**config.mk**
```make
export PLATFORM = sky130hd
export DESIGN_NAME = prog_link_responder
export DESIGN_NICKNAME = d
export VERILOG_FILES = /design/src/rtl/plr_pkg.sv /design/src/rtl/plr_sync_edge.sv /design/src/rtl/plr_deser.sv /design/src/rtl/plr_rsp_store.sv /design/src/rtl/prog_link_responder.sv
export SDC_FILE = /design/constraint.sdc
export NUM_CORES = 1
export LEC_CHECK = 0
export ABC_AREA = 1
export ABC_CLOCK_PERIOD_IN_PS = 5900
export BUFFER_PORTS_ARGS = -buffer_cell sky130_fd_sc_hd__buf_2
export CAP_MARGIN = 30
export CORE_MARGIN = 2
export CORE_UTILIZATION = 46
export CTS_BUF_LIST = sky130_fd_sc_hd__clkbuf_4 sky130_fd_sc_hd__clkbuf_8
export DETAILED_ROUTE_END_ITERATION = 6
export SLEW_MARGIN = 5
export SYNTH_ARGS = -nofsm -noshare
export SYNTH_HDL_FRONTEND = slang
export SYNTH_SLANG_ARGS = --single-unit
```
**constraint.sdc**
```tcl
create_clock -name clk -period 5.9 [get_ports clk]
set_input_delay 0.885 -clock clk [delete_from_list [all_inputs] [get_ports clk]]
set_output_delay 0.885 -clock clk [all_outputs]
set_load 0.01 [all_outputs]
```
**src/rtl/plr_pkg.sv**
```systemverilog
package plr_pkg;
   typedef enum logic [2:0] {
      S_RECV,
      S_HAND,
      S_BUSY,
      S_FLAG,
      S_SEND
   } plr_state_e;
endpackage

```
**src/rtl/plr_sync_edge.sv**
```systemverilog
// Brings host clock and data into the system domain and flags host clock falls.
module plr_sync_edge #(
   parameter int STAGES = 2
) (
   input  logic clk,
   input  logic rst_n,
   input  logic sclk_i,
   input  logic sdat_i,
   output logic fall_o,
   output logic dat_o
);
   if (STAGES < 2) begin : g_bad_stages
      $error("plr_sync_edge: STAGES must be at least 2");
   end

   logic [STAGES-1:0] c_ff;
   logic [STAGES-1:0] d_ff;
   logic              c_prev;

   for (genvar g = 0; g < STAGES; g++) begin : g_stage
      if (g == 0) begin : g_first
         always_ff @(posedge clk or negedge rst_n) begin
            if (!rst_n) begin
               c_ff[g] <= 1'b0;
               d_ff[g] <= 1'b1;
            end else begin
               c_ff[g] <= sclk_i;
               d_ff[g] <= sdat_i;
            end
         end
      end else begin : g_next
         always_ff @(posedge clk or negedge rst_n) begin
            if (!rst_n) begin
               c_ff[g] <= 1'b0;
               d_ff[g] <= 1'b1;
            end else begin
               c_ff[g] <= c_ff[g-1];
               d_ff[g] <= d_ff[g-1];
            end
         end
      end
   end

   always_ff @(posedge clk or negedge rst_n) begin
      if (!rst_n) c_prev <= 1'b0;
      else        c_prev <= c_ff[STAGES-1];
   end

   assign fall_o = c_prev & ~c_ff[STAGES-1];
   assign dat_o  = d_ff[STAGES-1];
endmodule

```
**src/rtl/plr_deser.sv**
```systemverilog
// Shifts in one command word, most significant bit first.
module plr_deser #(
   parameter int WORD_W = 16
) (
   input  logic              clk,
   input  logic              rst_n,
   input  logic              en_i,
   input  logic              bit_i,
   output logic [WORD_W-1:0] word_o,
   output logic              done_o
);
   localparam int            BW   = $clog2(WORD_W);
   localparam logic [BW-1:0] BMAX = BW'(WORD_W - 1);

   logic [WORD_W-1:0] sh;
   logic [BW-1:0]     cnt;

   always_ff @(posedge clk or negedge rst_n) begin
      if (!rst_n) begin
         sh  <= '0;
         cnt <= '0;
      end else if (en_i) begin
         sh  <= {sh[WORD_W-2:0], bit_i};
         cnt <= (cnt == BMAX) ? '0 : cnt + 1'b1;
      end
   end

   assign word_o = sh;
   assign done_o = en_i && (cnt == BMAX);
endmodule

```
**src/rtl/plr_rsp_store.sv**
```systemverilog
// Holds one response and walks through its bits for transmission.
module plr_rsp_store #(
   parameter int WORD_W    = 16,
   parameter int RSP_DEPTH = 4
) (
   input  logic              clk,
   input  logic              rst_n,
   input  logic              clear_i,
   input  logic              wr_i,
   input  logic [WORD_W-1:0] wdata_i,
   input  logic              wlast_i,
   input  logic              step_i,
   output logic              final_o,
   output logic              bit_o,
   output logic              on_last_o
);
   localparam int            IW   = (RSP_DEPTH > 1) ? $clog2(RSP_DEPTH) : 1;
   localparam int            BW   = $clog2(WORD_W);
   localparam logic [IW-1:0] WMAX = IW'(RSP_DEPTH - 1);
   localparam logic [BW-1:0] BMAX = BW'(WORD_W - 1);

   logic [WORD_W-1:0] mem [RSP_DEPTH];
   logic [IW-1:0]     wptr;
   logic [IW-1:0]     lastw;
   logic [IW-1:0]     ridx;
   logic [BW-1:0]     bidx;

   assign final_o = wr_i && (wlast_i || (wptr == WMAX));

   always_ff @(posedge clk) begin
      if (wr_i) mem[wptr] <= wdata_i;
   end

   always_ff @(posedge clk or negedge rst_n) begin
      if (!rst_n) begin
         wptr  <= '0;
         lastw <= '0;
         ridx  <= '0;
         bidx  <= BMAX;
      end else if (clear_i) begin
         wptr  <= '0;
         ridx  <= '0;
         bidx  <= BMAX;
      end else begin
         if (wr_i) begin
            if (final_o) lastw <= wptr;
            else         wptr  <= wptr + 1'b1;
         end
         if (step_i) begin
            if (bidx == '0) begin
               bidx <= BMAX;
               ridx <= ridx + 1'b1;
            end else begin
               bidx <= bidx - 1'b1;
            end
         end
      end
   end

   assign bit_o     = mem[ridx][bidx];
   assign on_last_o = (bidx == '0) && (ridx == lastw);

   assert_wptr_range_R10: assert property (@(posedge clk) disable iff (!rst_n)
      wptr <= WMAX);
endmodule

```
**src/rtl/prog_link_responder.sv**
```systemverilog
module prog_link_responder #(
   parameter int WORD_W       = 16,
   parameter int SYNC_STAGES  = 2,
   parameter int RSP_DEPTH    = 4,
   parameter int PULSE_CYCLES = 60
) (
   input  logic              clk,
   input  logic              rst_n,
   input  logic              host_clk_i,
   input  logic              host_dat_i,
   output logic              dat_o,
   output logic              dat_oe_o,
   output logic              cmd_valid_o,
   output logic [WORD_W-1:0] cmd_data_o,
   input  logic              cmd_ready_i,
   input  logic              cmd_end_i,
   input  logic              rsp_valid_i,
   input  logic [WORD_W-1:0] rsp_data_i,
   input  logic              rsp_last_i,
   output logic              rsp_ready_o
);
   import plr_pkg::*;

   localparam int            PW    = $clog2(PULSE_CYCLES + 1);
   localparam logic [PW-1:0] PLOAD = PW'(PULSE_CYCLES - 1);

   if (WORD_W < 2) begin : g_bad_word
      $error("prog_link_responder: WORD_W must be at least 2");
   end
   if (RSP_DEPTH < 1) begin : g_bad_depth
      $error("prog_link_responder: RSP_DEPTH must be at least 1");
   end
   if (PULSE_CYCLES < 1) begin : g_bad_pulse
      $error("prog_link_responder: PULSE_CYCLES must be at least 1");
   end

   plr_state_e    state;
   logic [PW-1:0] pcnt;
   logic          hfall, hdat;
   logic          word_done;
   logic          rsp_final, tx_bit, tx_on_last;
   logic          cmd_take, start_cmd, rsp_wr;

   plr_sync_edge #(.STAGES(SYNC_STAGES)) u_sync (
      .clk    (clk),
      .rst_n  (rst_n),
      .sclk_i (host_clk_i),
      .sdat_i (host_dat_i),
      .fall_o (hfall),
      .dat_o  (hdat)
   );

   plr_deser #(.WORD_W(WORD_W)) u_deser (
      .clk    (clk),
      .rst_n  (rst_n),
      .en_i   (hfall && (state == S_RECV)),
      .bit_i  (hdat),
      .word_o (cmd_data_o),
      .done_o (word_done)
   );

   assign cmd_take  = (state == S_HAND) && cmd_ready_i;
   assign start_cmd = cmd_take && cmd_end_i;
   assign rsp_wr    = rsp_valid_i && rsp_ready_o;

   plr_rsp_store #(.WORD_W(WORD_W), .RSP_DEPTH(RSP_DEPTH)) u_store (
      .clk       (clk),
      .rst_n     (rst_n),
      .clear_i   (start_cmd),
      .wr_i      (rsp_wr),
      .wdata_i   (rsp_data_i),
      .wlast_i   (rsp_last_i),
      .step_i    (hfall && (state == S_SEND)),
      .final_o   (rsp_final),
      .bit_o     (tx_bit),
      .on_last_o (tx_on_last)
   );

   always_ff @(posedge clk or negedge rst_n) begin
      if (!rst_n) begin
         state <= S_RECV;
         pcnt  <= '0;
      end else begin
         unique case (state)
            S_RECV: if (word_done) state <= S_HAND;
            S_HAND: if (cmd_ready_i) state <= cmd_end_i ? S_BUSY : S_RECV;
            S_BUSY: if (rsp_final) begin
               state <= S_FLAG;
               pcnt  <= PLOAD;
            end
            S_FLAG: if (pcnt == '0) state <= S_SEND;
                    else            pcnt  <= pcnt - 1'b1;
            S_SEND: if (hfall && tx_on_last) state <= S_RECV;
            default: state <= S_RECV;
         endcase
      end
   end

   assign cmd_valid_o = (state == S_HAND);
   assign rsp_ready_o = (state == S_BUSY);
   assign dat_oe_o    = (state == S_BUSY) || (state == S_FLAG) || (state == S_SEND);
   assign dat_o       = (state == S_SEND) ? tx_bit : (state == S_BUSY);

   assert_cmd_hold_R2: assert property (@(posedge clk) disable iff (!rst_n)
      (cmd_valid_o && !cmd_ready_i) |=> (cmd_valid_o && $stable(cmd_data_o)));

   assert_busy_first_R4: assert property (@(posedge clk) disable iff (!rst_n)
      $rose(dat_oe_o) |-> dat_o);

   assert_single_flight_R5: assert property (@(posedge clk) disable iff (!rst_n)
      !(rsp_ready_o && cmd_valid_o));

   assert_flag_low_R6: assert property (@(posedge clk) disable iff (!rst_n)
      (rsp_valid_i && rsp_ready_o && rsp_last_i) |=> (dat_oe_o && !dat_o));

   assert_release_R8: assert property (@(posedge clk) disable iff (!rst_n)
      $fell(dat_oe_o) |-> (!rsp_ready_o && !cmd_valid_o));
endmodule

```
== Word-level counts from Yosys, hierarchy flattened ==
Memories as Yosys holds them, arrays and structs flattened.
Cells that the tools add are included.
Storage, ports and cells
  memory bits (writable): 64
  memories kept: 1
  flip-flop bits (word level): 44
  output and inout bits: 20
  word-level logic and storage cells: 86
Cells by class
  bitwise operators: 3
  $lt $le $gt $ge: 1
  add/subtract/negate cells: 5
  muxes and demuxes: 25
  reductions and logical operators: 24
  equality and inequality tests: 14
Memory list
  u_store.mem: depth 4, width 16, read ports 1, clocked after Yosys merged registers in 0, wr ports 1, RTL line plr_rsp_store.sv:22  | logic [WORD_W-1:0] mem [RSP_DEPTH];
Operators by type and width (count)
  two-way mux 4 bit: 4
  two-way mux 3 bit: 5
  one-hot mux 3 bit (5 select lines): 1
  two-way mux 2 bit: 7
  two-way mux 6 bit: 2
  one-hot mux 6 bit (2 select lines): 1
  logical AND 1 bit: 9
  != test 2 x 1 -> 1 bit, second input constant: 4
  nonzero test 2 bit: 4
  equality test 3 x 2 -> 1 bit, second input constant: 2
  logical NOT 6 bit: 1
  != test 2 bit, second input constant: 3
  AND reduction 3 bit: 2
  subtractor 6 x 1 -> 6 bit, second input constant: 1
  less-than comparator 4 x 5 -> 1 bit, second input constant: 1
  AND reduction 5 bit: 1
  adder 2 x 1 -> 2 bit, second input constant: 2
  adder 4 x 1 -> 4 bit, second input constant: 1
  binary-select mux 1 bit (select 4 bit): 1
  equality test 4 bit, second input constant: 1
  logical NOT 4 bit: 1
  two-way mux 1 bit: 4
  AND reduction 2 bit: 2
  subtractor 4 x 1 -> 4 bit, second input constant: 1
  other kinds (8): 11

== Longest topological paths before layout ==
Gate-level depths: netlist of the first run.
  depth in word-level cells: 6
  gate-level depth with buffers: 13
  depth with buffers taken out: 12

== Hierarchy ==
A second synthesis of the first run with hierarchy kept.
Unflattened totals
  cell total of the unflattened synthesis: 494
  area, all modules: 4837.1 um2
By module, submodules not included
  plr_rsp_store: cells each 309, instances 1, area each 3249.4 um2, sequential area each 2177.1 um2
  plr_deser: cells each 85, instances 1, area each 797.0 um2, sequential area each 500.5 um2
  prog_link_responder: cells each 93, instances 1, area each 653.1 um2, sequential area each 225.2 um2
  plr_sync_edge: cells each 7, instances 1, area each 137.6 um2, sequential area each 127.6 um2

== Least setup slack after synthesis of the first run ==
OpenSTA, ideal clock, no wires.
  path type: input port to flip-flop
  from: in rsp_valid_i
  to: mem u_store.mem[0][0] (enable)
  arrival: 1.860 ns
  slack: 3.652 ns
  path buffers: 0
  required time: 5.511 ns
  stages: 4
  cells stage by stage: inv_1 nor2_4 inv_1 nor2_1
On the way
  longest elaborated chain between the ends: 3
Ends and longest elaborated chain
  start: declaration: RTL line prog_link_responder.sv:17  | input logic rsp_valid_i,
  logical AND 1 bit: RTL line prog_link_responder.sv:64  | assign rsp_wr = rsp_valid_i && rsp_ready_o;
  two-way mux 1 bit: RTL line plr_rsp_store.sv:31  | if (wr_i) mem[wptr] <= wdata_i;
  two-way mux 1 bit (implied by the code): RTL line plr_rsp_store.sv:31
  end: declaration: RTL line plr_rsp_store.sv:22
Every way passes these cells.

== Worst setup path after layout of the first run ==
  from: reg u_store.ridx[0]
  to: out dat_o
On the way
  longest elaborated chain between the ends: 4
Ends and longest elaborated chain
  start: declaration: RTL line plr_rsp_store.sv:25  | logic [IW-1:0] ridx;
  start signal: assignment: RTL line plr_rsp_store.sv:52  | ridx <= ridx + 1'b1;
  memory (4 x 16 bit)
  binary-select mux 1 bit (select 4 bit): RTL line plr_rsp_store.sv:60  | assign bit_o = mem[ridx][bidx];
  two-way mux 1 bit (implied by the code): RTL line plr_rsp_store.sv:60
  two-way mux 1 bit: RTL line prog_link_responder.sv:102  | assign dat_o = (state == S_SEND) ? tx_bit : (state == S_BUSY);
  end: declaration: RTL line prog_link_responder.sv:11  | output logic dat_o,
Every way passes these cells. The select of a mux whose other input is x is not followed.

==> metrics, run 1 <==
outcome=finished clean; Final Wtd Congestion=0.771; post_cts resized=0; final hold vios=0; fmax=about 0.30 GHz; Power, Total=around 1700 uW; PortBufs=43; Num CTS Buffers=9; cell taking the most area after synthesis=edfxtp_1; ys async rst share=0.407; DR vias/cell=4.84; Mapped Cells=between 400 and 500; Post-CTS Setup Bufs=0; vias=3264; Site Rows=37; die height=between 100 and 150 um; Core Box Area=slightly above 0.01 mm^2; crit path launch type=flop; Starting Density=0.469; synthesized area per cell=9.85 um^2; CTS Sinks=about 110; share of cells above drive strength 1=0.171; leakage=0.00252 uW; area grow syn2layout=11.9%; area of the mapped netlist=0.00479 mm^2; CTS tree=built; YS warnings=0; drt wl/cell=12.8 um; clk root buf=clkbuf_8; GRT Total Usage=0.166; Yosys reg bits=~110; vias in the first global route=3096; Hold Path Class=flop to flop; CTS max path bufs=2; ant diodes=0; Worst Path Class, Setup=flop to primary output; Post-DP Area=0.00514 mm^2; initial antenna violation count=0; Post-Syn Nets=around 520; # nets final=~570; H-tree level count=3; Final setup viols=0; Crit. End Element=primary output; Setup TNS=0 ns; fin crit period=3.30 ns; cell area after layout=0.00536 mm^2; Ports=44; DRC violations left=0; hold-fix buffer count after cts=0; Worst-path clk slew=0.11 ns; largest net degree at the start of global routing=45; Worst VDD drop=~150 uV; initial DRC count=110; placed insts=around 660; WP data arrival=~2.4 ns; Fillers=just over 900; count of final max-slew check failures=0; Clock Latency Late Sink=0.37 ns; post-synth top area share=0.401; Routed Antenna Nets=0; first-pass GRT wire length=14600 um; final worst-path cycle share=0.559; Cell Pwr Density=318 mW/mm^2; Crit Path Max Fanout=32; Core Util, Final=0.524; Synth area leaders=edfxtp_1, dfrtp_1, nand2_1; Distinct cells, synth=33; die area=0.0113 mm^2; MaxCap Viol Count=0; RSZ-0062 raised after global routing=no; worst slew pin tran=between 0.9 and 1 ns; Worst EP required=5.02 ns; Die W=around 110 um; Slew Limit Headroom=0.370; Non-Filler Instances=675; GRT overflow=0; first-pass iteration count of the detailed router=4; share of the yosys chip area belonging to registers=0.632; top_reg_cell synth=edfxtp_1; dpl hpwl=5660 um; EDFF count, synth=64; Fin Clk Skew=0.0105 ns; wire length after detailed routing=8640 um
==> worst max-delay path: stages (launching register included) <==
cell     delay [ns]
dfrtp_1        0.39
inv_1          0.69
nand2_1        0.12
nand2_1        0.10
nand2_1        0.05
a21oi_1        0.15
nor2_1         0.06
nand2_1        0.05
nand2_1        0.06
nand2_1        0.07
nand3_1        0.09
nand2_1        0.09
buf_2          0.13
==> state kept, by name, indices dropped and copies added, names as in the netlist <==
signal and cells:
u_store.wptr 2, u_store.bidx 4, u_store.lastw 2, pcnt 6, state 3, u_sync.dat_o 1
u_deser.cnt 4, u_store.ridx 2, u_deser.word_o 16, u_sync.d_ff 1, u_store.mem 64, u_sync.c_prev 1
u_sync.c_ff 2
==> final cells by class <==
class | instances | area (um^2) | area share
Sequential cell | 108 | 3030 | 0.565
Multi-Input combinational cell | 297 | 1430 | 0.266
Timing Repair Buffer | 50 | 280 | 0.0523
Inverter | 68 | 255 | 0.0476
Tap cell | 136 | 170 | 0.0317
Clock buffer | 10 | 138 | 0.0257
Clock inverter | 6 | 65.1 | 0.0121
==> where the power goes <==
group          switching [uW]  internal (uW)
Sequential               42.9            909
Clock                     266            178
Combinational             203            107
==> through the flow <==
stage	setup slack [ns]	hold WS, ns
floorplan	3.65	0.331
global placement	3.04	0.334
detailed placement	3.00	0.337
CTS	2.58	0.366
global route	2.29	0.371
finish	2.60	0.364
==> path summary, 6_finish.rpt <==
check	from	endpoint	slack (ns)	cells after the start
max	u_store.ridx[0]	dat_o	2.60	12
min	u_sync.d_ff[0]	u_sync.dat_o	0.36	0
max reg2reg	u_store.ridx[1]	state[0]	4.06	7
min reg2reg	u_sync.d_ff[0]	u_sync.dat_o	0.36	0
max in group asynchronous	rst_n	u_sync.d_ff[0]	4.96	2
min in group asynchronous	rst_n	u_store.ridx[0]	0.40	1
==> per-layer routing <==
metal / track usage / vias up / part of all wire
met3: 0.0380 / 11 / 0.036
met4: 0.0545 / 0 / 0.015
met2: 0.265 / 57 / 0.47
li1: - / 1664 / -
met5: 0 / - / 0
met1: 0.225 / 1532 / 0.48
==> synthesized netlist by cell type, types with 3 or more instances <==
library cell	count
nor2_1	34
o21ai_1	6
nand4_1	3
dfstp_2	6
o21ai_0	13
inv_1	63
nand3_1	41
inv_2	5
ha_1	8
nand2_1	151
nand2_2	5
edfxtp_1	64
dfrtp_1	38
nor3_1	5
buf_2	7
a21oi_1	11
buf_4	6
==> kinds of logic after synthesis <==
group / after synthesis / synth area share
and+or+nand+nor: 246 / 0.221
xor gates and xnor gates: 2 / 0.00365
AOI/OAI and AO/OA: 41 / 0.0517
adders and majority gates: 8 / 0.0209
buffers and inverters: 82 / 0.0707
DFF: 108 / 0.632
==> cells in the final DEF, fill, tap and decap left out, types with 2 or more instances in the layout <==
cell type,n
a21oi_1,11
buf_4,6
inv_1,63
nand3b_4,2
nor2_2,2
inv_6,2
dfstp_2,6
xor2_1,2
ha_1,8
nand2_1,151
o211ai_1,2
inv_2,5
edfxtp_1,64
buf_2,43
dfrtp_1,38
o21ai_0,13
nand3_1,41
o22ai_1,2
nand4_1,3
clkbuf_8,10
nand2_2,5
inv_8,2
o21ai_1,6
nor3_1,5
nor2_1,34
Power figures use the tool's default switching activity.
==> run 2, diff against run 1 <==
--- a/config.mk
+++ b/config.mk
@@ -6,7 +6,7 @@
 export NUM_CORES = 1
 export LEC_CHECK = 0
 export ABC_AREA = 1
-export ABC_CLOCK_PERIOD_IN_PS = 5900
+export ABC_CLOCK_PERIOD_IN_PS = 3390
 export BUFFER_PORTS_ARGS = -buffer_cell sky130_fd_sc_hd__buf_2
 export CAP_MARGIN = 30
 export CORE_MARGIN = 2
==> constraint.sdc (replaced) <==
create_clock -name clk -period 3.39 [get_ports clk]
set_input_delay 0.5085 -clock clk [delete_from_list [all_inputs] [get_ports clk]]
set_output_delay 0.5085 -clock clk [all_outputs]
set_load 0.01 [all_outputs]
==> run 2 against run 1 <==
Compared with the run above:
- worst hold slack lost 0.35 ns
- register-to-register slack lost 2.5 ns
- critical path type unchanged
- clock skew grew 0.0025 ns
- sequential power grew 74%
- wire length grew 4.6%
- final cell count grew 0.44%
- largest cell class unchanged
- worst setup slack lost 1.9 ns
- clock power grew 68%
- sequential share of layout area shrank 0.092 points
- die area is the same
- total power grew 73%
==> metrics, run 2 (same netlist as run 1, synthesis figures left out) <==
Clock Latency Late Sink=0.37 ns (about the same); crit-path max cell delay=0.48 ns (was 0.69 ns); Worst EP required=2.88 ns (was 5.02 ns); CTS tree=built (unchanged); max reg flops=64 (unchanged); vias in the first global route=3243 (was 3096); vias=3288 (was 3264); Fin Clk Skew=0.0131 ns (was 0.0105 ns); final worst-path cycle share=0.807; placed insts=661 (was 658); wire length after detailed routing=9040 um (was 8640 um); leakage=0.00253 uW (was 0.00252 uW); Crit Path Max Fanout=17 (was 32); crit path launch type=flop (unchanged); most frequent CP cell=nand2_1 (unchanged); DRC violations left=0 (unchanged); drt wl/cell=13.3 um (was 12.8 um); worst slew pin tran=0.518 ns (was 0.944 ns); Core Box Area=0.0102 mm^2 (unchanged); Die W=106 um (unchanged); WP data arrival=2.23 ns (was 2.41 ns); first-pass GRT wire length=15200 um (was 14600 um); Routed Antenna Nets=0 (unchanged); # nets final=569 (was 566); fin crit period=2.74 ns; crit-path cells=buf_4, inv_2, nand3_1, nand3_1, nand2_1, nor2_1, nand2_1, nand2_1, nand2_1, nand3_1, nand2_1, buf_2 (was inv_1, nand2_1, nand2_1, nand2_1, a21oi_1, nor2_1, nand2_1, nand2_1, nand2_1, nand3_1, nand2_1, buf_2); Final setup viols=0 (unchanged); GRT Total Usage=0.173 (was 0.166); hold-fix buffer count after cts=0 (unchanged); Hold Path Class=primary input to async pin (was flop to flop); share of cells above drive strength 1=0.175 (was 0.171); die area=0.0113 mm^2 (unchanged); initial DRC count=115 (was 110); critical path's slowest cell=dfrtp_1 (was inv_1); clk root buf=clkbuf_8 (unchanged); Starting Density=0.469 (unchanged); worst hold margin=0.00942 ns (was 0.364 ns); Post-CTS Setup Bufs=0 (unchanged); final hold vios=0 (unchanged); dpl hpwl=6060 um (was 5660 um); Ports=44 (unchanged); RSZ-0062 raised after global routing=no (unchanged); DR vias/cell=4.85 (was 4.84); die height=106 um (unchanged); Worst VDD drop=225 uV (was 148 uV); Non-Filler Instances=678 (was 675); Worst-path clk slew=0.10 ns (was 0.11 ns); post_cts resized=0 (unchanged); fmax=around 0.37 GHz; H-tree level count=3 (unchanged); Setup TNS=0 ns (unchanged); Site Rows=37 (unchanged); area grow syn2layout=12.1% (was 11.9%); GRT overflow=0 (unchanged); Worst Path Class, Setup=flop to primary output (unchanged); MaxCap Viol Count=0 (unchanged); initial antenna violation count=0 (unchanged); first-pass iteration count of the detailed router=4 (unchanged); Slew Limit Headroom=0.652 (was 0.370); commonest non-fill, non-tap cell in the layout=nand2_1 (unchanged); Final Wtd Congestion=0.773 (was 0.771); count of final max-slew check failures=0 (unchanged); CTS max path bufs=2 (unchanged); outcome=finished clean (unchanged); ant diodes=0 (unchanged); Crit. End Element=primary output (unchanged); Top reg by flops=u_store.mem (unchanged); Num CTS Buffers=9 (unchanged); Cell Pwr Density=549 mW/mm^2 (was 318 mW/mm^2); CTS Sinks=108 (unchanged); most frequent cells in the layout=nand2_1, edfxtp_1, inv_1 (unchanged); largest net degree at the start of global routing=45 (unchanged); PortBufs=43 (unchanged)
[run 2: final timing paths]
path / from / cells after the start / slack, ns / endpoint
max in group asynchronous: rst_n / 2 / 2.83 / u_sync.dat_o
max reg2reg: u_sync.c_ff[1] / 9 / 1.55 / u_deser.cnt[3]
min reg2reg: u_sync.c_ff[0] / 0 / 0.36 / u_sync.c_ff[1]
min in group clk: host_clk_i / 1 / 0.24 / u_sync.c_ff[0]
max: u_store.ridx[1] / 12 / 0.65 / dat_o
min: rst_n / 1 / 0.009 / pcnt[3]
[run 2: stage by stage]
step,area [um^2],util,total power (uW),worst slack (ns)
floorplan,4790,-,2060,1.42
CTS,5350,0.523,2980,0.626
detailed placement,5160,0.505,2240,1.05
global placement,5160,0.505,2230,1.06
finish,5370,0.525,2950,0.654
global route,5370,0.525,3120,0.443
[run 2: worst max-delay path: cells and delay by family, from the launching register on]
kind                   cells  cell delay (ns)
DFF                        1             0.48
buffers and inverters      3             0.64
and+or+nand+nor            9             0.76
[run 2: power breakdown]
part           switching (uW)  leakage, uW  internal [uW]
Sequential               79.4      0.00113           1580
Combinational             356      0.00129            186
Clock                     439    0.0000998            307
[run 2: cell type report]
cell class / count / area, um^2
Fill cell: 936 / 4860
Sequential cell: 108 / 3030
Multi-Input combinational cell: 297 / 1430
Timing Repair Buffer: 53 / 303
Inverter: 68 / 255
Tap cell: 136 / 170
Clock buffer: 11 / 145
Clock inverter: 5 / 43.8
[run 2: per-layer routing]
layer / wire length [um] / track usage
met2: 4190 / 0.276
met4: 159 / 0.0771
met5: 0 / 0
met1: 4380 / 0.234
met3: 315 / 0.0307
==> run 3, diff against run 2 <==
--- a/config.mk
+++ b/config.mk
@@ -6,13 +6,14 @@
 export NUM_CORES = 1
 export LEC_CHECK = 0
 export ABC_AREA = 1
-export ABC_CLOCK_PERIOD_IN_PS = 3390
+export ABC_CLOCK_PERIOD_IN_PS = 2200
 export BUFFER_PORTS_ARGS = -buffer_cell sky130_fd_sc_hd__buf_2
 export CAP_MARGIN = 30
 export CORE_MARGIN = 2
 export CORE_UTILIZATION = 46
 export CTS_BUF_LIST = sky130_fd_sc_hd__clkbuf_4 sky130_fd_sc_hd__clkbuf_8
 export DETAILED_ROUTE_END_ITERATION = 6
+export PLACE_DENSITY = 0.67
 export SLEW_MARGIN = 5
 export SYNTH_ARGS = -nofsm -noshare
 export SYNTH_HDL_FRONTEND = slang
==> constraint.sdc (replaced) <==
create_clock -name clk -period 2.2 [get_ports clk]
set_input_delay 0.33 -clock clk [delete_from_list [all_inputs] [get_ports clk]]
set_output_delay 0.33 -clock clk [all_outputs]
set_load 0.01 [all_outputs]
==> run 3 against run 2 <==
Compared with the run above:
- the flow now finishes with violations (negative setup slack)
- critical path depth unchanged
- die area unchanged
- worst hold slack improved by 0.051 ns
- sequential share of layout area is 1.2 points lower
- sequential cell count is the same
- cell area up 2.2%
- clock power increased by 51%
- sequential power increased by 54%
- final cell count is 0.74% higher
- total power rose by 55%
- wire length rose by 5.2%
- first-iteration DRC count increased by 90%
- critical path type unchanged
==> metrics, run 3 (same netlist as run 1, synthesis figures left out) <==
outcome=finished, violations left (was finished clean); violated checks=negative setup slack; Starting Density=0.469 (unchanged); Core Box Area=0.0102 mm^2 (unchanged); Worst-path clk slew=0.10 ns (about the same); H-tree level count=3 (unchanged); largest net degree at the start of global routing=38 (was 45); fmax=0.440 GHz; ant diodes=0 (unchanged); die area=0.0113 mm^2 (unchanged); Num CTS Buffers=9 (unchanged); worst hold margin=0.0602 ns (was 0.00942 ns); share of cells above drive strength 1=0.190 (was 0.175); Crit. End Element=primary output (unchanged); RSZ-0062 raised after global routing=yes (was no); Top reg by flops=u_store.mem (unchanged); count of final max-slew check failures=0 (unchanged); drt wl/cell=13.9 um (was 13.3 um); MaxCap Viol Count=0 (unchanged); DR vias/cell=4.96 (was 4.85); Routed Antenna Nets=0 (unchanged); most frequent cells in the layout=nand2_1, edfxtp_1, inv_1 (unchanged); crit path launch type=flop (unchanged); placed insts=663 (was 661); Worst VDD drop=326 uV (was 225 uV); Site Rows=37 (unchanged); reg2reg end=state[0] (was u_deser.cnt[3]); Clock Latency Late Sink=0.37 ns (about the same); cell area after layout=0.00549 mm^2 (was 0.00537 mm^2); Cell Pwr Density=830 mW/mm^2 (was 549 mW/mm^2); dpl ws=0.276 ns (was 1.05 ns); wire length after detailed routing=9510 um (was 9040 um); crit path capture=dat_o (unchanged); Core Util, Final=0.537 (was 0.525); Non-Filler Instances=683 (was 678); reg2reg path depth=9 (unchanged); DRC violations left=0 (unchanged); Post-DP Area=0.00519 mm^2 (was 0.00516 mm^2); Slew Limit Headroom=0.687 (was 0.652); initial antenna violation count=0 (unchanged); final worst-path cycle share=1.03; Final WS setup=-0.0705 ns (was 0.654 ns); Crit Path Max Fanout=19 (was 17); CP startpoint=u_store.ridx[0] (was u_store.ridx[1]); leakage=0.00257 uW (was 0.00253 uW); Worst Path Class, Setup=flop to primary output (unchanged); GRT Total Usage=0.172 (was 0.173); PortBufs=43 (unchanged); Final Wtd Congestion=0.827 (was 0.773); CTS Sinks=108 (unchanged); CTS max path bufs=2 (unchanged); die height=106 um (unchanged); Final setup viols=1 (was 0); Ports=44 (unchanged); GRT overflow=0 (unchanged); # nets final=574 (was 569); vias=3385 (was 3288); WP data arrival=1.94 ns (was 2.23 ns); first-pass GRT wire length=15200 um (about the same); dpl hpwl=6300 um (was 6060 um); Hold Path Class=primary input to flop (was primary input to async pin); first-pass iteration count of the detailed router=5 (was 4); fin crit period=2.27 ns; commonest non-fill, non-tap cell in the layout=nand2_1 (unchanged); Fin Clk Skew=0.0140 ns (was 0.0131 ns); initial DRC count=219 (was 115); final hold vios=0 (unchanged); max reg flops=64 (unchanged); clk root buf=clkbuf_8 (unchanged); area grow syn2layout=14.6% (was 12.1%); R2R Setup Slk=0.44 ns (was 1.55 ns); Worst EP required=1.87 ns (was 2.88 ns); CTS tree=built (unchanged); Reg-to-Reg Start=u_store.bidx[0] (was u_sync.c_ff[1]); vias in the first global route=3192 (was 3243); worst slew pin tran=0.466 ns (was 0.518 ns); Die W=106 um (unchanged)
-- run 3: changes by cell type in the layout (fill, tap and decap cells not counted), sizes merged --
cell         previous run  this run
dlygate4sd3             0         1
buf                    53        55
inv                    71        70
clkinv                  2         5
-- run 3: final cells by class --
| type | count | area (um^2) |
|---|---|---|
| Clock buffer | 9 | 124 |
| Inverter | 68 | 258 |
| Multi-Input combinational cell | 297 | 1440 |
| Sequential cell | 108 | 3030 |
| Timing Repair Buffer | 58 | 415 |
| Fill cell | 910 | 4740 |
| Clock inverter | 7 | 58.8 |
| Tap cell | 136 | 170 |
-- run 3: power by group --
group	internal [uW]	leakage, uW	switching [uW]
sequential	2440	0.00113	123
combinational	310	0.00135	559
clock	430	0.0000970	700
-- run 3: layer usage --
| layer | global-route usage | share of wire |
|---|---|---|
| met5 | 0 | 0 |
| met4 | 0.0508 | 0.012 |
| met3 | 0.0288 | 0.041 |
| met2 | 0.283 | 0.49 |
| met1 | 0.236 | 0.46 |
-- run 3: repair_timing --
| action | CTS | global route |
|---|---|---|
| hold endpoints to repair | 19 | 0 |
| setup buffers | 1 | 0 |
| cloned | 0 | 2 |
| endpoints found under the setup margin | 1 | 1 |
| gates resized for setup | 3 | 9 |
| hold buffers | 1 | 0 |
-- run 3: per-stage QoR --
stage	total power [uW]	TNS [ns]
5_1_grt	4820	-0.181
6_report	4560	-0.0705
2_1_floorplan	3170	0
3_3_place_gp	3420	0
3_5_place_dp	3460	0
4_1_cts	4590	-0.0732
-- run 3: how the worst min path moves through the flow --
| stage | startpoint | depth (start not counted) | slack (ns) | to |
|---|---|---|---|---|
| after floorplan | rst_n | 0 | 0.03 | pcnt[0] |
| after global placement | rst_n | 1 | 0.30 | pcnt[4] |
| after detailed placement | rst_n | 1 | 0.31 | pcnt[4] |
| after CTS | host_clk_i | 1 | 0.04 | u_sync.c_ff[0] |
| after global routing | host_clk_i | 1 | 0.04 | u_sync.c_ff[0] |
| final | host_clk_i | 1 | 0.06 | u_sync.c_ff[0] |
-- run 3: worst max-delay path, cell delays in order (launching register included) --
cell	delay (ns)
dfrtp_2	0.46
buf_12	0.18
nor2_2	0.05
nor2_1	0.10
o21ai_0	0.13
nand3_1	0.11
nand3_1	0.09
nand2_1	0.07
nand2_1	0.04
nand2_1	0.06
nand3_2	0.08
nand2_1	0.07
buf_2	0.12
